## src/rtl/bcd_rtc_pkg.sv

```systemverilog
package bcd_rtc_pkg;

  localparam int FIELD_W = 8;
  localparam int DOW_W   = 3;
  localparam int SEL_W   = 3;

  typedef enum logic [SEL_W-1:0] {
    FLD_SEC   = 3'd0,
    FLD_MIN   = 3'd1,
    FLD_HOUR  = 3'd2,
    FLD_DATE  = 3'd3,
    FLD_MONTH = 3'd4,
    FLD_YEAR  = 3'd5,
    FLD_DOW   = 3'd6
  } fld_e;

  // Two-digit BCD increment without range limit.
  function automatic logic [FIELD_W-1:0] bcd_inc8(input logic [FIELD_W-1:0] v);
    if (v[3:0] >= 4'd9) return {v[7:4] + 4'd1, 4'd0};
    else                return {v[7:4], v[3:0] + 4'd1};
  endfunction

  // Year divisible by 4: ten is 2 mod 4, so test (2*tens + units) mod 4.
  function automatic logic leap_bcd(input logic [FIELD_W-1:0] y);
    logic [4:0] s;
    s = {y[7:4], 1'b0} + {1'b0, y[3:0]};
    return (s[1:0] == 2'b00);
  endfunction

  function automatic logic [FIELD_W-1:0] month_last(input logic [FIELD_W-1:0] mo,
                                                    input logic [FIELD_W-1:0] yr);
    case (mo)
      8'h02:                      return leap_bcd(yr) ? 8'h29 : 8'h28;
      8'h04, 8'h06, 8'h09, 8'h11: return 8'h30;
      default:                    return 8'h31;
    endcase
  endfunction

endpackage

```

## src/rtl/bcd_wrap_counter.sv

```systemverilog
module bcd_wrap_counter
  import bcd_rtc_pkg::*;
#(
  parameter logic [FIELD_W-1:0] FIRST = 8'h00,
  parameter logic [FIELD_W-1:0] LAST  = 8'h59,
  parameter logic [FIELD_W-1:0] MASK  = 8'h7F
) (
  input  logic               clk,
  input  logic               rst,
  input  logic               ld,
  input  logic [FIELD_W-1:0] ld_val,
  input  logic               inc,
  output logic [FIELD_W-1:0] q,
  output logic               at_last
);

  always_ff @(posedge clk) begin
    if (rst)       q <= FIRST;
    else if (ld)   q <= ld_val & MASK;
    else if (inc)  q <= (q == LAST) ? FIRST : bcd_inc8(q);
  end

  assign at_last = (q == LAST);

endmodule

```

## src/rtl/bcd_hour_counter.sv

```systemverilog
module bcd_hour_counter
  import bcd_rtc_pkg::*;
#(
  parameter logic [FIELD_W-1:0] MASK = 8'hBF
) (
  input  logic               clk,
  input  logic               rst,
  input  logic               ld,
  input  logic [FIELD_W-1:0] ld_val,
  input  logic               inc,
  output logic [FIELD_W-1:0] q,
  output logic               day_end
);

  logic               mode12;
  logic [FIELD_W-1:0] inc24, inc12, nxt;

  assign mode12 = q[7];
  assign inc24  = bcd_inc8({2'b00, q[5:0]});
  assign inc12  = bcd_inc8({3'b000, q[4:0]});

  always_comb begin
    if (!mode12) begin
      if (q[5:0] == 6'h23) nxt = 8'h00;
      else                 nxt = {2'b00, inc24[5:0]};
    end else begin
      if (q[4:0] == 5'h12)      nxt = {1'b1, 1'b0, q[5], 5'h01};
      else if (q[4:0] == 5'h11) nxt = {1'b1, 1'b0, ~q[5], 5'h12};
      else                      nxt = {1'b1, 1'b0, q[5], inc12[4:0]};
    end
  end

  always_ff @(posedge clk) begin
    if (rst)      q <= 8'h00;
    else if (ld)  q <= ld_val & MASK;
    else if (inc) q <= nxt;
  end

  assign day_end = mode12 ? (q[5] && (q[4:0] == 5'h11)) : (q[5:0] == 6'h23);

endmodule

```

## src/rtl/bcd_calendar.sv

```systemverilog
module bcd_calendar
  import bcd_rtc_pkg::*;
#(
  parameter logic [FIELD_W-1:0] DATE_MASK  = 8'h3F,
  parameter logic [FIELD_W-1:0] MONTH_MASK = 8'h1F
) (
  input  logic               clk,
  input  logic               rst,
  input  logic               ld_date,
  input  logic               ld_month,
  input  logic [FIELD_W-1:0] ld_val,
  input  logic               day_inc,
  input  logic [FIELD_W-1:0] year_q,
  output logic [FIELD_W-1:0] date_q,
  output logic [FIELD_W-1:0] month_q,
  output logic               year_carry
);

  logic month_end;

  assign month_end  = (date_q == month_last(month_q, year_q));
  assign year_carry = day_inc && month_end && (month_q == 8'h12);

  always_ff @(posedge clk) begin
    if (rst)               date_q <= 8'h01;
    else if (ld_date)      date_q <= ld_val & DATE_MASK;
    else if (day_inc)      date_q <= month_end ? 8'h01 : bcd_inc8(date_q);
  end

  always_ff @(posedge clk) begin
    if (rst)                       month_q <= 8'h01;
    else if (ld_month)             month_q <= ld_val & MONTH_MASK;
    else if (day_inc && month_end) month_q <= (month_q == 8'h12) ? 8'h01 : bcd_inc8(month_q);
  end

endmodule

```

## src/rtl/bcd_rtc_core.sv

```systemverilog
module bcd_rtc_core
  import bcd_rtc_pkg::*;
#(
  parameter int DOW_LAST = 6
) (
  input  logic               clk,
  input  logic               rst,
  input  logic               tick,
  input  logic               wr_en,
  input  logic [SEL_W-1:0]   wr_sel,
  input  logic [FIELD_W-1:0] wr_data,
  output logic [FIELD_W-1:0] sec_o,
  output logic [FIELD_W-1:0] min_o,
  output logic [FIELD_W-1:0] hour_o,
  output logic [FIELD_W-1:0] date_o,
  output logic [FIELD_W-1:0] month_o,
  output logic [FIELD_W-1:0] year_o,
  output logic [DOW_W-1:0]   dow_o
);

  localparam logic [DOW_W-1:0] DOW_MAX = DOW_W'(DOW_LAST);

  logic running;
  logic adv, min_inc, hour_inc, day_inc, year_inc;
  logic sec_last, min_last, day_end, year_last_unused;
  logic ld_sec, ld_min, ld_hour, ld_date, ld_month, ld_year, ld_dow;

  assign ld_sec   = wr_en && (wr_sel == FLD_SEC);
  assign ld_min   = wr_en && (wr_sel == FLD_MIN);
  assign ld_hour  = wr_en && (wr_sel == FLD_HOUR);
  assign ld_date  = wr_en && (wr_sel == FLD_DATE);
  assign ld_month = wr_en && (wr_sel == FLD_MONTH);
  assign ld_year  = wr_en && (wr_sel == FLD_YEAR);
  assign ld_dow   = wr_en && (wr_sel == FLD_DOW);

  // Counting starts with the first host load of any field.
  always_ff @(posedge clk) begin
    if (rst)        running <= 1'b0;
    else if (wr_en) running <= 1'b1;
  end

  assign adv      = running && tick && !wr_en;
  assign min_inc  = adv && sec_last;
  assign hour_inc = min_inc && min_last;
  assign day_inc  = hour_inc && day_end;

  bcd_wrap_counter #(.FIRST(8'h00), .LAST(8'h59), .MASK(8'h7F)) u_sec (
    .clk(clk), .rst(rst), .ld(ld_sec), .ld_val(wr_data), .inc(adv),
    .q(sec_o), .at_last(sec_last));

  bcd_wrap_counter #(.FIRST(8'h00), .LAST(8'h59), .MASK(8'h7F)) u_min (
    .clk(clk), .rst(rst), .ld(ld_min), .ld_val(wr_data), .inc(min_inc),
    .q(min_o), .at_last(min_last));

  bcd_hour_counter #(.MASK(8'hBF)) u_hour (
    .clk(clk), .rst(rst), .ld(ld_hour), .ld_val(wr_data), .inc(hour_inc),
    .q(hour_o), .day_end(day_end));

  bcd_calendar #(.DATE_MASK(8'h3F), .MONTH_MASK(8'h1F)) u_cal (
    .clk(clk), .rst(rst), .ld_date(ld_date), .ld_month(ld_month), .ld_val(wr_data),
    .day_inc(day_inc), .year_q(year_o), .date_q(date_o), .month_q(month_o),
    .year_carry(year_inc));

  bcd_wrap_counter #(.FIRST(8'h00), .LAST(8'h99), .MASK(8'hFF)) u_year (
    .clk(clk), .rst(rst), .ld(ld_year), .ld_val(wr_data), .inc(year_inc),
    .q(year_o), .at_last(year_last_unused));

  always_ff @(posedge clk) begin
    if (rst)          dow_o <= '0;
    else if (ld_dow)  dow_o <= wr_data[DOW_W-1:0];
    else if (day_inc) dow_o <= (dow_o == DOW_MAX) ? '0 : dow_o + 1'b1;
  end

endmodule

```

## config.mk

```make
export PLATFORM = sky130hd
export DESIGN_NAME = bcd_rtc_core
export DESIGN_NICKNAME = d
export VERILOG_FILES = /design/src/rtl/bcd_rtc_pkg.sv /design/src/rtl/bcd_wrap_counter.sv /design/src/rtl/bcd_hour_counter.sv /design/src/rtl/bcd_calendar.sv /design/src/rtl/bcd_rtc_core.sv
export SDC_FILE = /design/constraint.sdc
export NUM_CORES = 1
export LEC_CHECK = 0
export BUFFER_PORTS_ARGS = -buffer_cell sky130_fd_sc_hd__buf_2
export CORE_MARGIN = 4
export CORE_UTILIZATION = 57
export DETAILED_ROUTE_END_ITERATION = 10
export MAX_ROUTING_LAYER = met4
export PLACE_DENSITY = 0.81
export SLEW_MARGIN = 20
export SYNTH_ARGS = -nofsm -noshare
export SYNTH_HDL_FRONTEND = slang
export SYNTH_SLANG_ARGS = --single-unit
```

## constraint.sdc

```tcl
create_clock -name clk -period 3 [get_ports clk]
set_clock_uncertainty 0.05 [all_clocks]
set_input_delay 0.6 -clock clk [delete_from_list [all_inputs] [get_ports clk]]
set_output_delay 0.6 -clock clk [all_outputs]
set_load 0.1 [all_outputs]
```

Word-level counts from Yosys, hierarchy flattened
Cells that the tools add are included. Widths: inputs -> output; s select.

Flip-flop bits (word level): 52. Bits of input ports: 15. Output and inout bits: 51. Word-level logic and storage cells: 151.

Add/sub/neg operators: 15. $lt $le $gt $ge: 6. Equal/unequal tests: 23. Multiplexer cells: 34. Bitwise gates (word level): 1. Reduce and logical (&&, ||, !) cells: 52.

Operator list (number): $mux 8 (16); $add 4x1->4 const B (11); $mux 6 (5); $mux 7 (4); $ge 4x4->1 const B (6); $reduce_bool 2->1 (11); $reduce_and 2->1 (9); $eq 8x3->1 const B (2); $eq 8x5->1 const B (2); $eq 8x7->1 const B (2); $pmux 8 s2 (1); $logic_and 1x1->1 (15); $mux 5 (3); $reduce_bool 3->1 (5); $eq 3x3->1 const B (4); $eq 5x5->1 const B (2); $reduce_or 2->1 (5); $mux 3 (3); $eq 8x2->1 const B (1); $eq 8x4->1 const B (1); $eq 8x8->1 (1); $eq 8x8->1 const B (1); $eq 3x2->1 const B (2); $eq 6x6->1 const B (1); 16 further kinds (18).

Longest topological paths before layout
Depth after elaboration: 9. Depth in mapped cells: 10. Depth with buffers taken out: 9.

Cells and area by module
Synthesis repeated with hierarchy kept, for this count alone.

Cell total of the unflattened synthesis: 479. Area, all modules: 3923.8 µm².

By module, submodules not included: bcd_calendar (times used 1, cells each 156, area an instance 1281.2 µm², seq. area each 320.3 µm²); bcd_wrap_counter at u_min ... (times used 2, cells each 64, area an instance 543.0 µm², seq. area each 160.2 µm²); bcd_hour_counter (times used 1, cells each 86, area an instance 670.6 µm², seq. area each 140.1 µm²); bcd_wrap_counter at u_year (times used 1, cells each 70, area an instance 578.1 µm², seq. area each 160.2 µm²); bcd_rtc_core (times used 1, cells each 39, area an instance 307.8 µm², seq. area each 80.1 µm²).

Least setup slack after synthesis
No wires, ideal clock.

Path kind: reg-to-reg. Start: reg u_cal.month_q[2]. End: reg u_year.q[0]. Setup time: 91 ps. Arrival: 3032 ps. Data required time: 2859 ps. Setup slack: -173 ps. Stages on the path, launching flop included: 9. Path buffers: 1. Period minus slack after synthesis: 3173 ps. Path through: dfxtp_1 buf_6 or4_4 nor4_1 a311oi_1 or2_1 or3_4 or3_1 a311oi_1.

Longest elaborated chain between the ends: 7. Elaborated cells on any way between the ends: 12. Classes of those cells: eq/ne: 7; mux: 1; reduce/logical: 4.

RTL lines: start: declaration (line bcd_calendar.sv:15) `output logic [FIELD_W-1:0] month_q,`; start signal: assignment (line bcd_calendar.sv:32) `else if (ld_month) month_q <= ld_val & MONTH_MASK;`; start signal: assignment (line bcd_calendar.sv:33) `else if (day_inc && month_end) month_q <= (month_q == 8'h12) ? 8'h01 : bcd_inc8(month_q);`; $eq 8x3->1, or another cell as far along (line bcd_rtc_pkg.sv:32) `case (mo)`; $reduce_or 4->1 (line bcd_rtc_pkg.sv:32); $pmux 8 s2 (line bcd_rtc_pkg.sv:32); $eq 8x8->1 (line bcd_calendar.sv:21) `assign month_end = (date_q == month_last(month_q, year_q));`; $logic_and 1x1->1 (line bcd_calendar.sv:22) `assign year_carry = day_inc && month_end && (month_q == 8'h12);`; $logic_and 1x1->1 (*) (line bcd_calendar.sv:22); $reduce_bool 2->1 (no line) (*); end signal: assignment (line bcd_wrap_counter.sv:19) `else if (ld) q <= ld_val & MASK;`; end signal: assignment (line bcd_wrap_counter.sv:20) `else if (inc) q <= (q == LAST) ? FIRST : bcd_inc8(q);`; end: declaration (line bcd_wrap_counter.sv:13) `output logic [FIELD_W-1:0] q,`.

Every way passes the cells marked *; elsewhere a longest branch is shown, timed or not. A chain may end at the register's enable or synchronous reset.

Final worst setup path
Start: reg u_cal.month_q[7]. End: reg u_year.q[0].

The elaborated chain is that of the path after synthesis.

==> flow_summary.ini <==
[final_layout]
nets = 587
n_antenna_cell = 0
final_cell_mix = buf_2 (64), nor2_1 (59), nand2_1 (48), dfxtp_1 (43)
syn_to_final_growth_pct = 13.12
final_area_mm2 = 0.004109
mostFrequentLayoutCell = buf_2
layout-drive-gt1-share_pct = 19.19

[critical_path]
critPathRequiredTime_ps = 3170
crit_fanout = 7
startpoint_type = flip-flop
r2r_end = u_year.q[0]
r2r_slack_ps = 230
endpoint_kind = flip-flop
worstSetupStartpoint = u_cal.month_q[7]
worstPathArrival_ps = 2940
reg2regPathDepth = 7
cp-endpoint = u_year.q[0]
r2r-start = u_cal.month_q[7]
criticalPathCategory = flip-flop to flip-flop

[yosys]
synthTopCellsByArea = dfxtp_1 (28%), ha_1 (11%), nor2_1 (6.1%)
synth-main-ff-cell = dfxtp_1
ys_seq_elements = 51
synth_warnings = 0
syn_inst = 478
synth_nets = 524
synth_cell_type_count = 68
yosysSeqAreaShare_pct = 28.11
syn_area_per_cell_um2 = 7.599
syn_area_mm2 = 0.003632
yosys.area.top_type_share_pct = 28.11
yosys.area.top_type = dfxtp_1
synth_edf_count = 0
ys_async_sr_fraction_pct = 0

[drt]
drc = 0
firstDrtPassIters = 5
vias_per_cell = 6.212
wl_per_cell_um = 16.78
drt_wl_total_um = 10360
num_vias = 3833
ant_nets = 0
dr.first_iter.drc_count = 295

[sta]
fmax_mhz = 360.8
final.setup.tns_ps = 0
hold_viol_final = 0
whs_ps = 464.1
rsz0062_at_grt = no
fin_crit_ps = 2771
timing.final.max_slew_violations = 0
setup_slack_ps = 228.5
setup_violations = 0
tightest_slew_ps = 570.6
worst_slew_margin_rel_pct = 61.63
fin_crit_sh_pct = 92.38

[clock_tree]
cts-resized-gates = 0
cts_max_level = 2
clock-sinks = 51
cts_tree = done
root_buffer = clkbuf_8
cts_buffer_depth = 2
cts_buffers = 5
clk_latency_ps = 300
ctsHoldBuffers = 0
clk_pin_slew_ps = 100
post-cts-setup-buffers = 0

[die]
die_h_um = 87.83
core.rowCount = 28
boundaryPins = 66
initial_core_util_pct = 59.93
die_w_um = 87.83
core-area_mm2 = 0.006061
die_area_mm2 = 0.007713

[grt]
track_usage_pct = 28.70
grt_overflow = 0
antenna_found_initial = 0
grt_pass1_vias = 3558
grt_max_degree = 34
grt_pass1_wl_um = 17420

[place]
place_congestion = 1.017
dpl_worst_slack_ps = 99.21
placed_area_mm2 = 0.004025
dp_hpwl_um = 7696
portBuffers = 64

[pwr]
p_leak_nw = 1.637
power_mw = 1.480
p_per_area_mw_per_mm2 = 360.2
peakVddDrop_mv = 0.2504

[status]
status = finished clean

[worst_hold_path]
hold_class = flip-flop to flip-flop

[run]
maxCapViolations = 0
sequential cells by signal, indices dropped and copies added, names as in the netlist:
signal,count
u_cal.month_q,8
running,1
dow_o,3
u_sec.q,8
u_min.q,8
u_cal.date_q,8
u_hour.q,7
u_year.q,8
worst min-delay path by stage:
stage,from,to,slack (ps),cells after the start
3_3_place_gp,running,running,420,2
6_report,running,running,460,2
5_1_grt,running,running,490,2
4_1_cts,running,running,460,2
2_1_floorplan,running,running,400,2
3_5_place_dp,running,running,440,2
cell families after synthesis:
kind of cell,synth area share [%]
adders and majority gates,10.68
DFF,28.11
and+or+nand+nor,31.14
muxes,0.8612
xor gates and xnor gates,1.447
buffers and inverters,5.201
AOI/OAI and AO/OA,22.46
other,0.1032
critical path, stage by stage (launching register included):
cell and delay (ps):
dfxtp_2 370, or4_4 560, nor4_1 300, a311oi_1 120, or2_1 300, or3_4 410
or3_1 320, a311oi_1 260
layout make-up:
class | instances | area, um2
clock inverter | 3 | 15.01
timing repair buffer | 72 | 380.4
multi-input combinational | 385 | 2422
inverter | 26 | 97.59
tap | 75 | 93.84
sequential | 51 | 1031
clock buffer | 5 | 68.82
fill | 561 | 1952
cell usage after synthesis, types with 4 or more instances:
| library cell | instances |
|---|---|
| nor2b_1 | 6 |
| nand2_1 | 48 |
| a311oi_1 | 10 |
| clkbuf_1 | 9 |
| o21ai_0 | 26 |
| nor2_1 | 59 |
| nand3b_1 | 5 |
| a31oi_1 | 8 |
| a31o_2 | 6 |
| nor4_1 | 6 |
| a21oi_1 | 27 |
| and3_1 | 4 |
| o211ai_1 | 4 |
| nand3_1 | 31 |
| o31ai_1 | 5 |
| inv_1 | 26 |
| and2_1 | 5 |
| ha_1 | 31 |
| a211oi_1 | 14 |
| nor3_1 | 21 |
| nand4_1 | 6 |
| or3_1 | 5 |
| dfxtp_1 | 51 |
power breakdown:
group          internal [mW]  switching [mW]
clock network          0.161           0.237
registers              0.700          0.0356
logic                 0.0752           0.272
total                  0.936           0.545
through the flow:
step           utilization (%)  instances
6_report                 67.80        617
5_1_grt                  67.80        617
4_1_cts                  67.80        617
3_5_place_dp             66.41        609
3_3_place_gp             66.41        609
2_1_floorplan                -        478
metal layers:
| metal | wire length [um] | up-vias | track usage (%) |
|---|---|---|---|
| met5 | 0 | - | - |
| met4 | 199 | 0 | 8.508 |
| met3 | 812 | 17 | 4.045 |
| met2 | 4647 | 155 | 42.74 |
| met1 | 4695 | 1787 | 40.25 |
| li1 | - | 1874 | - |
Note: power is estimated with default switching activity, not from simulation.
